**src/rtl/rxq_pkg.sv**
```systemverilog
package rxq_pkg;

    typedef enum logic [1:0] {
        FS_EMPTY,
        FS_PARTIAL,
        FS_FULL
    } fill_state_t;

endpackage

```
**src/rtl/rxq_store.sv**
```systemverilog
module rxq_store #(
    parameter int WIDTH = 8,
    parameter int DEPTH = 16
) (
    input  logic             clk,
    input  logic             rst_n,
    input  logic             wr_en,
    input  logic [WIDTH-1:0] wr_data,
    input  logic             rd_en,
    output logic [WIDTH-1:0] rd_data
);
    localparam int PTR_W = $clog2(DEPTH);
    localparam logic [PTR_W-1:0] PTR_LAST = PTR_W'(DEPTH - 1);

    logic [WIDTH-1:0] mem [DEPTH];
    logic [PTR_W-1:0] wr_ptr;
    logic [PTR_W-1:0] rd_ptr;

    // pointers wrap at the last slot
    always_ff @(posedge clk or negedge rst_n) begin
        if (!rst_n) begin
            wr_ptr <= '0;
            rd_ptr <= '0;
        end else begin
            if (wr_en) wr_ptr <= (wr_ptr == PTR_LAST) ? '0 : wr_ptr + 1'b1;
            if (rd_en) rd_ptr <= (rd_ptr == PTR_LAST) ? '0 : rd_ptr + 1'b1;
        end
    end

    always_ff @(posedge clk) begin
        if (wr_en) mem[wr_ptr] <= wr_data;
    end

    // registered read port: holds the last word when no pop is accepted
    always_ff @(posedge clk or negedge rst_n) begin
        if (!rst_n) rd_data <= '0;
        else if (rd_en) rd_data <= mem[rd_ptr];
    end

    assert_rd_hold_R9: assert property (@(posedge clk) disable iff (!rst_n)
        !rd_en |=> $stable(rd_data));

endmodule

```
**src/rtl/rxq_occupancy.sv**
```systemverilog
module rxq_occupancy
    import rxq_pkg::*;
#(
    parameter int DEPTH = 16,
    parameter int CNT_W = $clog2(DEPTH) + 1
) (
    input  logic             clk,
    input  logic             rst_n,
    input  logic             push_req,
    input  logic             pop_req,
    output logic             push_ok,
    output logic             pop_ok,
    output logic [CNT_W-1:0] count,
    output logic             overflow
);
    localparam logic [CNT_W-1:0] CNT_FULL = CNT_W'(DEPTH);

    fill_state_t      state_q;
    fill_state_t      state_d;
    logic [CNT_W-1:0] count_d;
    logic             drop;

    // output / acceptance process
    always_comb begin
        push_ok = 1'b0;
        pop_ok  = 1'b0;
        drop    = 1'b0;
        unique case (state_q)
            FS_EMPTY: begin
                push_ok = push_req;
            end
            FS_PARTIAL: begin
                push_ok = push_req;
                pop_ok  = pop_req;
            end
            FS_FULL: begin
                pop_ok = pop_req;
                drop   = push_req;
            end
            default: ;
        endcase
    end

    always_comb begin
        count_d = count + CNT_W'(push_ok) - CNT_W'(pop_ok);
        if (count_d == '0)           state_d = FS_EMPTY;
        else if (count_d == CNT_FULL) state_d = FS_FULL;
        else                          state_d = FS_PARTIAL;
    end

    // state register process
    always_ff @(posedge clk or negedge rst_n) begin
        if (!rst_n) begin
            state_q  <= FS_EMPTY;
            count    <= '0;
            overflow <= 1'b0;
        end else begin
            state_q  <= state_d;
            count    <= count_d;
            overflow <= drop;
        end
    end

    assert_count_bound_R2: assert property (@(posedge clk) disable iff (!rst_n)
        count <= CNT_FULL);

    assert_state_count_R2: assert property (@(posedge clk) disable iff (!rst_n)
        ((state_q == FS_EMPTY) == (count == '0)) &&
        ((state_q == FS_FULL) == (count == CNT_FULL)));

    assert_full_drop_R8: assert property (@(posedge clk) disable iff (!rst_n)
        (count == CNT_FULL && push_req && !pop_req) |=> (count == CNT_FULL) && overflow);

    assert_empty_pop_R9: assert property (@(posedge clk) disable iff (!rst_n)
        (count == '0 && pop_req && !push_req) |=> (count == '0));

    assert_push_pop_R11: assert property (@(posedge clk) disable iff (!rst_n)
        (count != '0 && count != CNT_FULL && push_req && pop_req) |=> $stable(count));

endmodule

```
**src/rtl/rxq_level_irq.sv**
```systemverilog
module rxq_level_irq #(
    parameter int DEPTH = 16,
    parameter int CNT_W = $clog2(DEPTH) + 1
) (
    input  logic             clk,
    input  logic             rst_n,
    input  logic             cfg_wr,
    input  logic [CNT_W-1:0] cfg_level,
    input  logic             cfg_en,
    input  logic             cfg_clr,
    input  logic [CNT_W-1:0] count,
    output logic [CNT_W-1:0] level_q,
    output logic             en_q,
    output logic             flag,
    output logic             irq
);
    logic hit;
    logic clr_hit;

    assign hit     = (count >= level_q);
    assign clr_hit = cfg_wr && cfg_clr;

    always_ff @(posedge clk or negedge rst_n) begin
        if (!rst_n) begin
            level_q <= '1;
            en_q    <= 1'b0;
            flag    <= 1'b0;
        end else begin
            if (cfg_wr) begin
                level_q <= cfg_level;
                en_q    <= cfg_en;
            end
            // set has priority over the write-one clear
            if (hit)          flag <= 1'b1;
            else if (clr_hit) flag <= 1'b0;
        end
    end

    assign irq = flag && en_q;

    assert_flag_set_R4: assert property (@(posedge clk) disable iff (!rst_n)
        (count >= level_q) |=> flag);

    assert_flag_sticky_R5: assert property (@(posedge clk) disable iff (!rst_n)
        (flag && !(cfg_wr && cfg_clr)) |=> flag);

    assert_flag_clear_R6: assert property (@(posedge clk) disable iff (!rst_n)
        (cfg_wr && cfg_clr && count < level_q) |=> !flag);

    assert_high_level_R10: assert property (@(posedge clk) disable iff (!rst_n)
        (!flag && level_q > CNT_W'(DEPTH)) |=> !flag);

endmodule

```
**src/rtl/rxq_level_fifo.sv**
```systemverilog
module rxq_level_fifo #(
    parameter int WIDTH = 8,
    parameter int DEPTH = 16,
    parameter int CNT_W = $clog2(DEPTH) + 1
) (
    input  logic             clk,
    input  logic             rst_n,
    input  logic             push_valid,
    input  logic [WIDTH-1:0] push_data,
    input  logic             pop_req,
    output logic [WIDTH-1:0] pop_data,
    output logic [CNT_W-1:0] fill_count,
    output logic             overflow,
    input  logic             cfg_wr,
    input  logic [CNT_W-1:0] cfg_level,
    input  logic             cfg_irq_en,
    input  logic             cfg_clr,
    output logic [CNT_W-1:0] level_q,
    output logic             irq_en_q,
    output logic             flag,
    output logic             irq
);
    logic push_ok;
    logic pop_ok;

    rxq_occupancy #(.DEPTH(DEPTH), .CNT_W(CNT_W)) u_occ (
        .clk      (clk),
        .rst_n    (rst_n),
        .push_req (push_valid),
        .pop_req  (pop_req),
        .push_ok  (push_ok),
        .pop_ok   (pop_ok),
        .count    (fill_count),
        .overflow (overflow)
    );

    rxq_store #(.WIDTH(WIDTH), .DEPTH(DEPTH)) u_store (
        .clk     (clk),
        .rst_n   (rst_n),
        .wr_en   (push_ok),
        .wr_data (push_data),
        .rd_en   (pop_ok),
        .rd_data (pop_data)
    );

    rxq_level_irq #(.DEPTH(DEPTH), .CNT_W(CNT_W)) u_irq (
        .clk       (clk),
        .rst_n     (rst_n),
        .cfg_wr    (cfg_wr),
        .cfg_level (cfg_level),
        .cfg_en    (cfg_irq_en),
        .cfg_clr   (cfg_clr),
        .count     (fill_count),
        .level_q   (level_q),
        .en_q      (irq_en_q),
        .flag      (flag),
        .irq       (irq)
    );

    assert_irq_needs_en_R7: assert property (@(posedge clk) disable iff (!rst_n)
        (cfg_wr && !cfg_irq_en) |=> !irq);

endmodule

```
**config.mk**
```make
export PLATFORM = sky130hd
export DESIGN_NAME = rxq_level_fifo
export DESIGN_NICKNAME = d
export VERILOG_FILES = /design/src/rtl/rxq_pkg.sv /design/src/rtl/rxq_store.sv /design/src/rtl/rxq_occupancy.sv /design/src/rtl/rxq_level_irq.sv /design/src/rtl/rxq_level_fifo.sv
export SDC_FILE = /design/constraint.sdc
export NUM_CORES = 1
export LEC_CHECK = 0
export BUFFER_PORTS_ARGS = -buffer_cell sky130_fd_sc_hd__buf_2
export CAP_MARGIN = 20
export CORE_MARGIN = 2
export CORE_UTILIZATION = 55
export DETAILED_ROUTE_END_ITERATION = 10
export GPL_TIMING_DRIVEN = 0
export MAX_ROUTING_LAYER = met4
export PLACE_DENSITY_LB_ADDON = 0.1
export SYNTH_ARGS = -nofsm -noshare
export SYNTH_HDL_FRONTEND = slang
export SYNTH_HIERARCHICAL = 1
export SYNTH_SLANG_ARGS = --single-unit
```
**constraint.sdc**
```tcl
create_clock -name clk -period 7.45 [get_ports clk]
set_clock_uncertainty 0.05 [all_clocks]
set_input_delay 1.49 -clock clk [delete_from_list [all_inputs] [get_ports clk]]
set_output_delay 1.49 -clock clk [all_outputs]
set_load 0.01 [all_outputs]
```
==> Word level (Yosys, flattened, before mapping) <==
Memory sizes are Yosys's and may differ from the RTL's. A register that Yosys moved wholly into a read port is not among the register bits.
Cells that the tools add are included.
{ "classes": {"n_addsub": 4, "n_lt_le_gt_ge": 1, "muxes": 11, "n_eq_ne": 5, "reduce_logical": 8} }
{ "op_table": {"columns": ["operator", "n"], "rows": [
  ["$add A4 B1 Y4 const B", 2],
  ["$eq A4 B4 Y1 const B", 2],
  ["$mux W4", 2],
  ["$mux W1", 7],
  ["$add A5 B1 Y5", 1],
  ["$eq A5 B5 Y1 const B", 1],
  ["$ge A5 B5 Y1", 1],
  ["$logic_not A5 Y1", 1],
  ["$sub A5 B1 Y5", 1],
  ["$mux W2", 2],
  ["$reduce_or A2 Y1", 2],
  ["$eq A2 B1 Y1 const B", 1],
  ["$eq A2 B2 Y1 const B", 1],
  ["$logic_and A1 B1 Y1", 2],
  ["$logic_not A2 Y1", 1],
  ["$reduce_bool A2 Y1", 1],
  ["$logic_not A1 Y1", 1]
]} }
{ "totals": {"wordCells": 38, "memories": 1, "ram_bits": 128, "in_bits": 20, "out_inout_bits": 22, "ff_bits": 23} }
{ "memory_table": {"columns": ["name", "words", "width", "rd", "rd_clocked_by_memory_dff", "write_ports", "line", "rtl"], "rows": [
  ["u_store.mem", 16, 8, 1, 1, 1, "rxq_store.sv:15", "logic [WIDTH-1:0] mem [DEPTH];"]
]} }

==> Longest topological paths before layout <==
Gate-level depths: netlist (run 1).
{ "depth": {"ltp_word": 8, "depth_mapped": 10, "mapped_depth_nobuf": 10} }

==> By module <==
The synthesis (run 1) kept the hierarchy.
{ "by_module_without_submodules": {"columns": ["mod", "seq_area_each_um2", "cells_per_inst", "area_per_inst_um2", "instances"], "rows": [
  ["rxq_store", 4244.1, 293, 5614.1, 1],
  ["rxq_occupancy", 200.2, 45, 489.2, 1],
  ["rxq_level_irq", 181.4, 36, 392.9, 1]
]} }

==> Worst setup path before layout (run 1) <==
OpenSTA, ideal clock, no wires.
{ "synth_timing": {"path_type": "input -> register", "startpoint": "input pop_req", "endpoint": "register u_occ.state_q[1]", "setup_ps": 65, "path_slack_ps": 3963, "stages": 8, "n_path_buf": 0, "t_arrival_ps": 3372, "required_time_ps": 7335, "cell_sequence": "and2_1 -> ha_1 -> inv_1 -> ha_1 -> fa_1 -> or3b_1 -> a211oi_2 -> o22a_1"} }
{ "synth_between": {"elab_chain_len": 5, "elab_cells_between_ends": 6, "cone_classes": "add/sub (1); eq/ne (1); mux (3); reduce/logical (1)"} }
{ "synth_lines": {"columns": ["element", "line", "rtl"], "rows": [
  ["start, declared", "rxq_level_fifo.sv:10", "input logic pop_req,"],
  ["$mux W1 (*)", "rxq_occupancy.sv:28", "unique case (state_q)"],
  ["$sub A5 B1 Y5 (*)", "rxq_occupancy.sv:45", "count_d = count + CNT_W'(push_ok) - CNT_W'(pop_ok);"],
  ["net u_occ.count_d[1]", "rxq_occupancy.sv:20", "logic [CNT_W-1:0] count_d;"],
  ["$eq A5 B5 Y1", "rxq_occupancy.sv:47", "else if (count_d == CNT_FULL) state_d = FS_FULL;"],
  ["$mux W2", "rxq_occupancy.sv:47", null],
  ["$mux W2 (*)", "rxq_occupancy.sv:46", "if (count_d == '0) state_d = FS_EMPTY;"],
  ["net u_occ.state_d[1]", "rxq_occupancy.sv:19", "fill_state_t state_d;"],
  ["end signal, assigned", "rxq_occupancy.sv:58", "state_q <= state_d;"],
  ["end, declared", "rxq_occupancy.sv:18", "fill_state_t state_q;"]
]} }
Mark *: on every way through the listed nets, which the timed path passes. The rest lies on a longest branch.
A chain may end at the register's enable or synchronous reset.

==> Worst setup path after layout (run 1) <==
{ "layout_timing": {"startpoint": "input pop_req", "endpoint": "register u_occ.state_q[1]"} }
{ "layout_between": {"elab_chain_len": 5, "elab_cells_between_ends": 6, "cone_classes": "add/sub (1); eq/ne (1); mux (3); reduce/logical (1)"} }
{ "layout_lines": {"columns": ["element", "line", "rtl"], "rows": [
  ["$mux W1 (*)", "rxq_occupancy.sv:28", null],
  ["net pop_ok", "rxq_level_fifo.sv:24", "logic pop_ok;"],
  ["$sub A5 B1 Y5 (*)", "rxq_occupancy.sv:45", null],
  ["net u_occ.count_d[1]", "rxq_occupancy.sv:20", null],
  ["$eq A5 B5 Y1", "rxq_occupancy.sv:47", null],
  ["$mux W2", "rxq_occupancy.sv:47", null],
  ["$mux W2 (*)", "rxq_occupancy.sv:46", null],
  ["net u_occ.state_d[1]", "rxq_occupancy.sv:19", null]
]} }
Marked as above.

==> metrics.txt, run 1 <==
run status=finished clean; Cell Chain, Critical Path=buf_2 > and2_1 > ha_1 > inv_1 > ha_1 > fa_1 > or3b_1 > a211oi_2 > o22a_1; Worst Setup End Kind=register; relative slew slack=0.3452; Util after Layout=0.6493; number of global-route vias before repair=3480; Peak VDD IR=0.0002672 V; count of different cell masters after synthesis=41; full die area=12700 sq um; area of the core=11470 sq um; layout cells sized above 1=0.2733; Die X=112.7 um; Crit path required time=7.76 ns; register bit count reported by yosys=159; clock share of power=0.274; leakage dissipation=2.713 nW; critical path type=input pin to register; WL per Instance=21.24 um; antenna violation net count after detailed routing=0; Synth warnings=6; final hold violations=0; area of the multi-input gates=1724 sq um; Sequential Power Share=0.405; slew at the pin closest to its max-slew limit=0.9786 ns; Avg Cell Area, Syn=17.37 sq um; drt via density=5.941; pwr/cell area=389.0 nW/um^2; CTS tree=done; switch share=0.3193; Initial DRC Count=287; # DRC=0; most used cell, CP=ha_1; nets=477; post-synth top area share=0.5917; Vert. Die Dim=112.7 um; # H-tree levels=4; grt total ovfl=0; combinational cell fraction of total power=0.321; Port-buffer cells=41; Final min period=3.334 ns; Setup Viol. Count Final=0; initial antenna violation count=0; Largest delay share family, worst path=adder cells; GRT Max-Usage Layer=met2; hpwl dp=8439 um; unrepaired setup endpoints after global routing=false; Routed WL=12600 um; CP max stage cell=fa_1; Post-Syn Area=6496 sq um; CP bufs+invs=2; Diodes inserted=0; critical path peak fanout=4; internal cell power=1.972 mW; # Post-CTS Setup Buffers=0; Area Growth Syn to Fin=14.62%; gpl congestion=0.7729; clk slew on worst S/H paths=0.06 ns; # clock sinks=159; via count of the routed design=3523; Syn Nets=413; max incr delay on CP=0.48 ns; largest net degree at the start of global routing=32; crit start category=input pin; Crit path arrival time=3.64 ns; GRT met3 Usage=0.05238; top post-synthesis cells by area=edfxtp_1 (59%), dfrtp_1 (10%), mux4_2 (8.3%), ha_1 (3.5%), mux2i_1 (2.2%); top cell type by total area after synthesis=edfxtp_1; IO Pins=42; hold buffer count at cts=0; sequential-to-total area share from yosys stat=0.7121; Bufs on Longest Clock Path=2; All-Layer GR Usage=0.2240; HP Class=register to register; sequential cell area=4626 sq um; max-slew violations=0; DRT Pass-1 Iters=4; Starting Density=0.5665; max-cap viol count=0; Mapped Cells=374; PostCTS Resize Cnt=0; CTS Buf Count=17; f_max=299.9 MHz; sw power=924.8 uW; CTS root buf=clkbuf_16; clk_lat worst skew=0.42 ns; # rows=39; setup TNS=0 ns; Final Power=2.897 mW; met1 Resource Use GR=0.3072; fillers=802; crit share post-route=0.4476; met2 Use GR=0.3401; first-pass GRT wire length=19960 um
stage by stage:
step	area, sq um	hold WS (ns)	instances	worst slack (ns)
6_report	7446	0.4658	593	4.116
5_1_grt	7446	0.4925	593	4.038
4_1_cts	7446	0.4706	593	4.130
3_5_place_dp	6900	0.4564	562	3.696
3_3_place_gp	6880	0.4468	558	3.631
2_1_floorplan	6496	0.4498	374	3.963
layout by cell type, fill, tap and decap left out, types with 2 or more instances in the layout:
| cell | Yosys | layout |
|---|---|---|
| mux4_1 | 2 | 2 |
| a21oi_1 | 5 | 5 |
| nand2b_1 | 3 | 3 |
| and2_1 | 4 | 4 |
| clkinv_4 | 0 | 2 |
| a22oi_1 | 7 | 7 |
| edfxtp_1 | 128 | 128 |
| o21ai_0 | 11 | 11 |
| dfrtp_1 | 26 | 26 |
| nor2_1 | 21 | 21 |
| nor3_1 | 5 | 5 |
| dfstp_2 | 5 | 5 |
| nand2_1 | 22 | 22 |
| inv_6 | 0 | 3 |
| a31oi_1 | 8 | 8 |
| xnor2_1 | 4 | 4 |
| ha_1 | 18 | 18 |
| clkbuf_1 | 9 | 11 |
| inv_1 | 16 | 16 |
| buf_2 | 3 | 48 |
| clkinvlp_4 | 0 | 4 |
| buf_4 | 2 | 2 |
| o221a_2 | 7 | 7 |
| clkbuf_16 | 0 | 17 |
| mux2i_1 | 14 | 14 |
| nand3_1 | 8 | 8 |
| mux4_2 | 24 | 24 |
| buf_6 | 2 | 2 |
| nor2b_1 | 2 | 2 |
| mux2_4 | 3 | 3 |
flip-flops by register name, summed over array words and instances (netlist names):
register	cells
u_irq/en_q	1
u_occ/count	5
u_store/rd_data	8
u_store/mem	128
u_occ/overflow	1
u_store/wr_ptr	4
u_occ/state_q	2
u_irq/level_q	5
u_store/rd_ptr	4
u_irq/flag	1
kinds of logic (layout without fill, tap and decap cells):
group                      Yosys count  in the layout  synth area share
xor gates and xnor gates             5              5          0.006741
AOI/OAI and AO/OA                   44             44           0.04892
DFF                                159            159            0.7121
adders and majority gates           19             19           0.03775
muxes                               44             44            0.1215
and+or+nand+nor                     71             71           0.05046
buffers and inverters               32            108           0.02253
power groups by stage:
stage / registers, mW / clock network, mW / logic [mW]
CTS: 1.17 / 0.811 / 0.935
global placement: 1.19 / 0 / 0.901
detailed placement: 1.19 / 0 / 0.929
floorplan: 1.19 / 0 / 0.646
global route: 1.19 / 0.847 / 1.02
finish: 1.17 / 0.794 / 0.929
layer usage:
| layer | wire, um | vias to the layer above |
|---|---|---|
| met5 | 0 | - |
| met4 | 127 | 0 |
| met3 | 698 | 13 |
| met2 | 6105 | 109 |
| met1 | 5662 | 1821 |
| li1 | - | 1580 |
worst register-to-register path, cell delays in order, from the launching register on:
cell and delay (ns):
dfrtp_1 0.34, inv_1 0.06, ha_1 0.29, and2_1 0.19, ha_1 0.29, inv_1 0.04
ha_1 0.20, fa_1 0.48, or3b_1 0.41, a211oi_2 0.24, o22a_1 0.19
Yosys cell counts:
master and count:
a22oi_1 7, edfxtp_1 128, nor3_1 5, nand2_1 22
or3b_1 1, a21oi_1 5, inv_1 16, nand3b_1 1
a211oi_2 1, nor2_1 21, a221oi_2 1, dfstp_2 5
xnor2_1 4, nor2b_1 2, mux4_1 2, buf_6 2
ha_1 18, o221a_2 7, mux2_4 3, mux4_2 24
xor2_1 1, nand3_1 8, a31oi_1 8, nand2b_1 3
a21o_1 1, and2_1 4, o21a_1 1, and4b_1 1
dfrtp_1 26, o21ai_0 11, or2_2 1, and3_1 1
buf_2 3, o22a_1 1, fa_1 1, nand4_1 1
buf_4 2, o21ai_1 1, mux2_2 1, clkbuf_1 9
mux2i_1 14
worst paths after layout:
check,from,to,slack (ns),depth (start not counted)
worst max-delay path,pop_req,u_occ/state_q[1]$_DFF_PN0_,4.12,9
worst min-delay path,u_irq/level_q[1]$_DFFE_PN1P_,u_irq/level_q[1]$_DFFE_PN1P_,0.47,2
max in group asynchronous,rst_n,u_occ/count[1]$_DFF_PN0_,5.81,1
worst min register to register,u_irq/level_q[1]$_DFFE_PN1P_,u_irq/level_q[1]$_DFFE_PN1P_,0.47,2
worst max register to register,u_occ/state_q[0]$_DFF_PN0_,u_occ/state_q[1]$_DFF_PN0_,4.59,10
min in group asynchronous,rst_n,u_store/rd_data[1]$_DFFE_PN0P_,1.08,1
final cells by class:
cell class / count / area share
flip-flops and latches: 159 / 0.6212
multi-input cells: 183 / 0.2316
clock buffers: 19 / 0.05814
repair buffers: 45 / 0.03025
well taps: 143 / 0.02403
clock inverters: 12 / 0.01512
plain buffers: 16 / 0.01159
inverters: 16 / 0.008066
Power figures use the tool's default switching activity.
==> run 2, diff against run 1 <==
CORE_UTILIZATION = 54   (was 55)
clock period = 3 ns   (was 7.45 ns; I/O delays follow)
==> run 2 against run 1 <==
Against the previous run:
- critical path depth increased by 1
- cell area increased by 0.86%
- global-route usage decreased by 1.1 points
- register-to-register slack got worse by 4.4 ns
- critical endpoint unchanged
- power increased to 2.5 times the previous value
- largest cell class unchanged
- highest routed layer unchanged
- clock-buffer cell count decreased by 1
- worst setup slack got worse by 3.9 ns
- wire length decreased by 2.4%
- sequential share of layout area decreased by 0.53 points
- flip-flop and latch count unchanged
==> metrics.txt, run 2 (synthesis results as in run 1) <==
HP Class=input pin to asynchronous set/reset pin; max reg flops=128; Diodes inserted=0; full die area=12920 sq um; Setup Viol. Count Final=0; # Post-CTS Setup Buffers=0; # H-tree levels=4; CTS tree=done; Final min period=2.824 ns; Peak VDD IR=0.0005162 V; pre-CTS WS=0.1283 ns; setup TNS=0 ns; max-slew violations=0; # DRC=0; max incr delay on CP=0.52 ns; Final Cell Area=7510 sq um; biggest regs=u_store/mem (128), u_store/rd_data (8); PostCTS Resize Cnt=0; antenna violation net count after detailed routing=0; layout cells sized above 1=0.2794; Worst Reg2Reg Path Length in Cells=10; clk slew on worst S/H paths=0.06 ns; drt via density=5.749; post-route setup slack=0.1755 ns; Bufs on Longest Clock Path=2; Crit path arrival time=3.13 ns; Largest delay share family, worst path=adder cells; via count of the routed design=3438; first-pass GRT wire length=19050 um; hold buffer count at cts=0; commonest non-fill, non-tap cell in the layout=edfxtp_1; CP bufs+invs=2; WL per Instance=20.57 um; pwr/cell area=979.6 nW/um^2; # rows=40; DRT Pass-1 Iters=5; CTS root buf=clkbuf_16; CTS Buf Count=17; initial antenna violation count=0; Initial DRC Count=241; Final Power=7.356 mW; slew at the pin closest to its max-slew limit=0.8972 ns; Die X=113.7 um; largest net degree at the start of global routing=32; max-cap viol count=0; most frequent cells in the layout=edfxtp_1 (128), buf_2 (46), dfrtp_1 (26); Vert. Die Dim=113.7 um; crit start category=register; run status=finished clean; hpwl dp=8253 um; area of the core=11860 sq um; # clock sinks=159; gpl congestion=0.9032; cell total after placement=566; f_max=354.0 MHz; reg2reg setup slack=0.18 ns; All-Layer GR Usage=0.2135; critical path peak fanout=4; register with the most flip-flops=u_store/mem; Cell Count, Final, Fillers Out=598; relative slew slack=0.3997; critical path type=register to register; final hold violations=0; Cell Chain, Critical Path=inv_1 > ha_1 > and2_2 > ha_1 > inv_1 > ha_1 > fa_1 > or3b_4 > a211oi_2 > o22a_1; clk_lat worst skew=0.42 ns; IO Pins=42; Placed Area=6910 sq um; most used cell, CP=ha_1; Crit path required time=3.30 ns; Port-buffer cells=41; Worst Setup End Kind=register; worst reg2reg startpoint=u_occ/state_q[1]$_DFF_PN0_; leakage dissipation=2.735 nW; Area Growth Syn to Fin=15.60%; FF-to-FF End=u_occ/state_q[1]$_DFF_PN0_; Starting Density=0.5477; CP max stage cell=fa_1; crit share post-route=0.9415; grt total ovfl=0; nets=477; Routed WL=12300 um; number of global-route vias before repair=3475
run 2: metrics by stage:
step / util / hold WS [ns]
6_report: 0.6331 / 0.1899
5_1_grt: 0.6331 / 0.2400
4_1_cts: 0.6328 / 0.2010
3_5_place_dp: 0.5826 / 0.4590
3_3_place_gp: 0.5805 / 0.4461
2_1_floorplan: - / 0.2544
run 2: worst register-to-register path, cell delays in order, from the launching register on:
cell and delay, ns:
dfrtp_1 0.39, inv_1 0.09, ha_1 0.23, and2_2 0.21
ha_1 0.29, inv_1 0.04, ha_1 0.20, fa_1 0.52
or3b_4 0.41, a211oi_2 0.18, o22a_1 0.16
run 2: how the worst max path moves through the flow:
stage | endpoint | slack, ns | cells past startpoint | startpoint
floorplan | u_occ/state_q[1]$_DFF_PN0_ | 0.36 | 10 | u_occ/state_q[0]$_DFF_PN0_
global placement | u_store/mem[3][1]$_DFFE_PP_ | 0.14 | 5 | push_valid
CTS | u_occ/state_q[1]$_DFF_PN0_ | 0.11 | 10 | u_occ/state_q[0]$_DFF_PN0_
detailed placement | u_occ/state_q[1]$_DFF_PN0_ | 0.13 | 9 | pop_req
finish | u_occ/state_q[1]$_DFF_PN0_ | 0.18 | 10 | u_occ/state_q[1]$_DFF_PN0_
global route | u_occ/state_q[1]$_DFF_PN0_ | -0.01 | 10 | u_occ/state_q[0]$_DFF_PN0_
run 2: layout make-up:
type                            count  area [sq um]
Buffer                             16         86.33
Clock buffer                       18         429.2
Clock inverter                     14         166.4
Fill cell                         872          4352
Inverter                           16         60.06
Multi-Input combinational cell    183          1728
Sequential cell                   159          4626
Tap cell                          147         183.9
Timing Repair Buffer               45         230.2
run 2: routing by layer:
layer	wire length, um	track usage	vias up	part of all wire
li1	-	-	1577	-
met1	5272	0.2829	1724	0.43
met2	5909	0.3158	112	0.48
met3	750	0.04888	25	0.061
met4	367	0.1073	0	0.030
met5	0	-	-	0
run 2: where the power goes:
part,switching [mW],total (mW),internal [mW]
Sequential,0.161,2.91,2.75
Clock,0.833,2.14,1.31
Combinational,1.28,2.31,1.03
Total,2.28,7.36,5.08
==> run 3, diff against run 2 <==
CORE_UTILIZATION = 55   (was 54)
CTS_BUF_LIST = sky130_fd_sc_hd__clkbuf_4 sky130_fd_sc_hd__clkbuf_8   (was not set)
==> run 3 against run 2 <==
Against the previous run:
- via count grew 0.90%
- core utilization is essentially flat
- power shrank 9.8%
- clock-buffer cell count grew 1
- first-iteration DRC count grew 28%
- wire length grew 0.86%
- sequential power is essentially flat
- hold slack lost 0.027 ns
- non-clock buffer count is the same
- sequential share of layout area grew 2.1 points
==> metrics.txt, run 3 (synthesis results as in run 1) <==
Starting Density=0.5665; register with the most flip-flops=u_store/mem; Area Growth Syn to Fin=11.79%; DRT Pass-1 Iters=4; # Post-CTS Setup Buffers=0; CTS root buf=clkbuf_8; Crit path arrival time=3.20 ns; pwr/cell area=914.2 nW/um^2; area of the core=11470 sq um; slew at the pin closest to its max-slew limit=0.9779 ns; grt total ovfl=0; Peak VDD IR=0.0005305 V; most used cell, CP=ha_1; switch share=0.3334; leakage dissipation=2.633 nW; clk_lat worst skew=0.45 ns; Worst Setup End Kind=register; PostCTS Resize Cnt=0; f_max=348.1 MHz; Worst Reg2Reg Path Length in Cells=10; max reg flops=128; reg2reg setup slack=0.13 ns; Cell Chain, Critical Path=inv_1 > ha_1 > and2_1 > ha_1 > inv_1 > ha_1 > fa_1 > or3b_1 > a211oi_2 > o22a_1; crit share post-route=0.9575; Initial DRC Count=309; relative slew slack=0.3457; most frequent cells in the layout=edfxtp_1 (128), buf_2 (48), dfrtp_1 (26); layout cells sized above 1=0.2778; max-cap viol count=0; Diodes inserted=0; CP max stage cell=fa_1; CP bufs+invs=2; combinational cell fraction of total power=0.346; Final Power=6.639 mW; setup TNS=0 ns; commonest non-fill, non-tap cell in the layout=edfxtp_1; number of global-route vias before repair=3452; CTS Buf Count=17; worst reg2reg startpoint=u_occ/state_q[0]$_DFF_PN0_; All-Layer GR Usage=0.2229; final hold violations=0; Final min period=2.873 ns; hold buffer count at cts=0; max-slew violations=0; Largest delay share family, worst path=adder cells; Crit path required time=3.32 ns; # clock sinks=159; Vert. Die Dim=112.7 um; via count of the routed design=3469; full die area=12700 sq um; first-pass GRT wire length=19830 um; crit start category=register; initial antenna violation count=0; Port-buffer cells=41; critical path peak fanout=4; run status=finished clean; internal cell power=4.426 mW; hpwl dp=8439 um; FF-to-FF End=u_occ/state_q[1]$_DFF_PN0_; HP Class=input pin to asynchronous set/reset pin; CTS tree=done; sw power=2.213 mW; critical path type=register to register; gpl congestion=0.7729; IO Pins=42; clk slew on worst S/H paths=0.08 ns; Die X=112.7 um; nets=477; fillers=822; Routed WL=12410 um; # H-tree levels=4; largest net degree at the start of global routing=32; Bufs on Longest Clock Path=2; # DRC=0; drt via density=5.850; # rows=39; unrepaired setup endpoints after global routing=false; WL per Instance=20.92 um; antenna violation net count after detailed routing=0; max incr delay on CP=0.48 ns; clock share of power=0.216; biggest regs=u_store/mem (128), u_store/rd_data (8); Setup Viol. Count Final=0; Sequential Power Share=0.438
-- run 3: cell types whose count changed in the layout (fill, tap and decap cells not counted), moves of 2 or more --
cell       previous run  this run
buf_2                46        48
clkbuf_16            17         0
bufinv_16             3         1
buf_4                 4         2
clkbuf_4              0         2
clkbuf_8              0        17
-- run 3: worst max-delay path by stage --
stage / startpoint / end / slack [ns] / cells after the start
final: u_occ/state_q[0]$_DFF_PN0_ / u_occ/state_q[1]$_DFF_PN0_ / 0.13 / 10
after global routing: u_occ/state_q[1]$_DFF_PN0_ / u_occ/state_q[1]$_DFF_PN0_ / 0.02 / 10
after CTS: u_occ/state_q[0]$_DFF_PN0_ / u_occ/state_q[1]$_DFF_PN0_ / 0.13 / 10
after detailed placement: pop_req / u_occ/state_q[1]$_DFF_PN0_ / 0.14 / 9
after global placement: push_valid / u_store/mem[3][7]$_DFFE_PP_ / 0.07 / 5
after floorplan: u_occ/state_q[0]$_DFF_PN0_ / u_occ/state_q[1]$_DFF_PN0_ / 0.36 / 10
-- run 3: per-stage QoR --
stage / cell area, sq um / hold WS [ns] / utilization / setup slack, ns / cells
CTS: 7262 / 0.1508 / 0.6333 / 0.1330 / 593
floorplan: 6496 / 0.2544 / - / 0.3647 / 374
global placement: 6880 / 0.4468 / 0.6000 / 0.07111 / 558
detailed placement: 6900 / 0.4564 / 0.6017 / 0.1361 / 562
finish: 7262 / 0.1627 / 0.6333 / 0.1275 / 593
global route: 7262 / 0.1816 / 0.6333 / 0.01978 / 593
-- run 3: power by group through the flow --
stage / sequential (mW) / clock, mW / combinational, mW
global placement: 2.94 / 0 / 2.24
floorplan: 2.96 / 0 / 1.61
CTS: 2.91 / 1.48 / 2.32
finish: 2.91 / 1.43 / 2.30
detailed placement: 2.96 / 0 / 2.31
global route: 2.95 / 1.56 / 2.54
-- run 3: routing by layer --
layer / vias up / wire [um] / global-route usage
met3: 12 / 542 / 0.06371
met5: - / 0 / -
met1: 1782 / 5635 / 0.3039
li1: 1575 / - / -
met2: 100 / 6060 / 0.3361
met4: 0 / 167 / 0.05935
-- run 3: cell type report --
class                   count  area, sq um  share of cell area
flip-flops and latches    159         4626              0.6370
multi-input cells         183         1724              0.2374
clock buffers              19        249.0             0.03429
repair buffers             45        225.2             0.03101
well taps                 143        178.9             0.02464
clock inverters            12        112.6             0.01551
plain buffers              16        86.33             0.01189
inverters                  16        60.06            0.008270
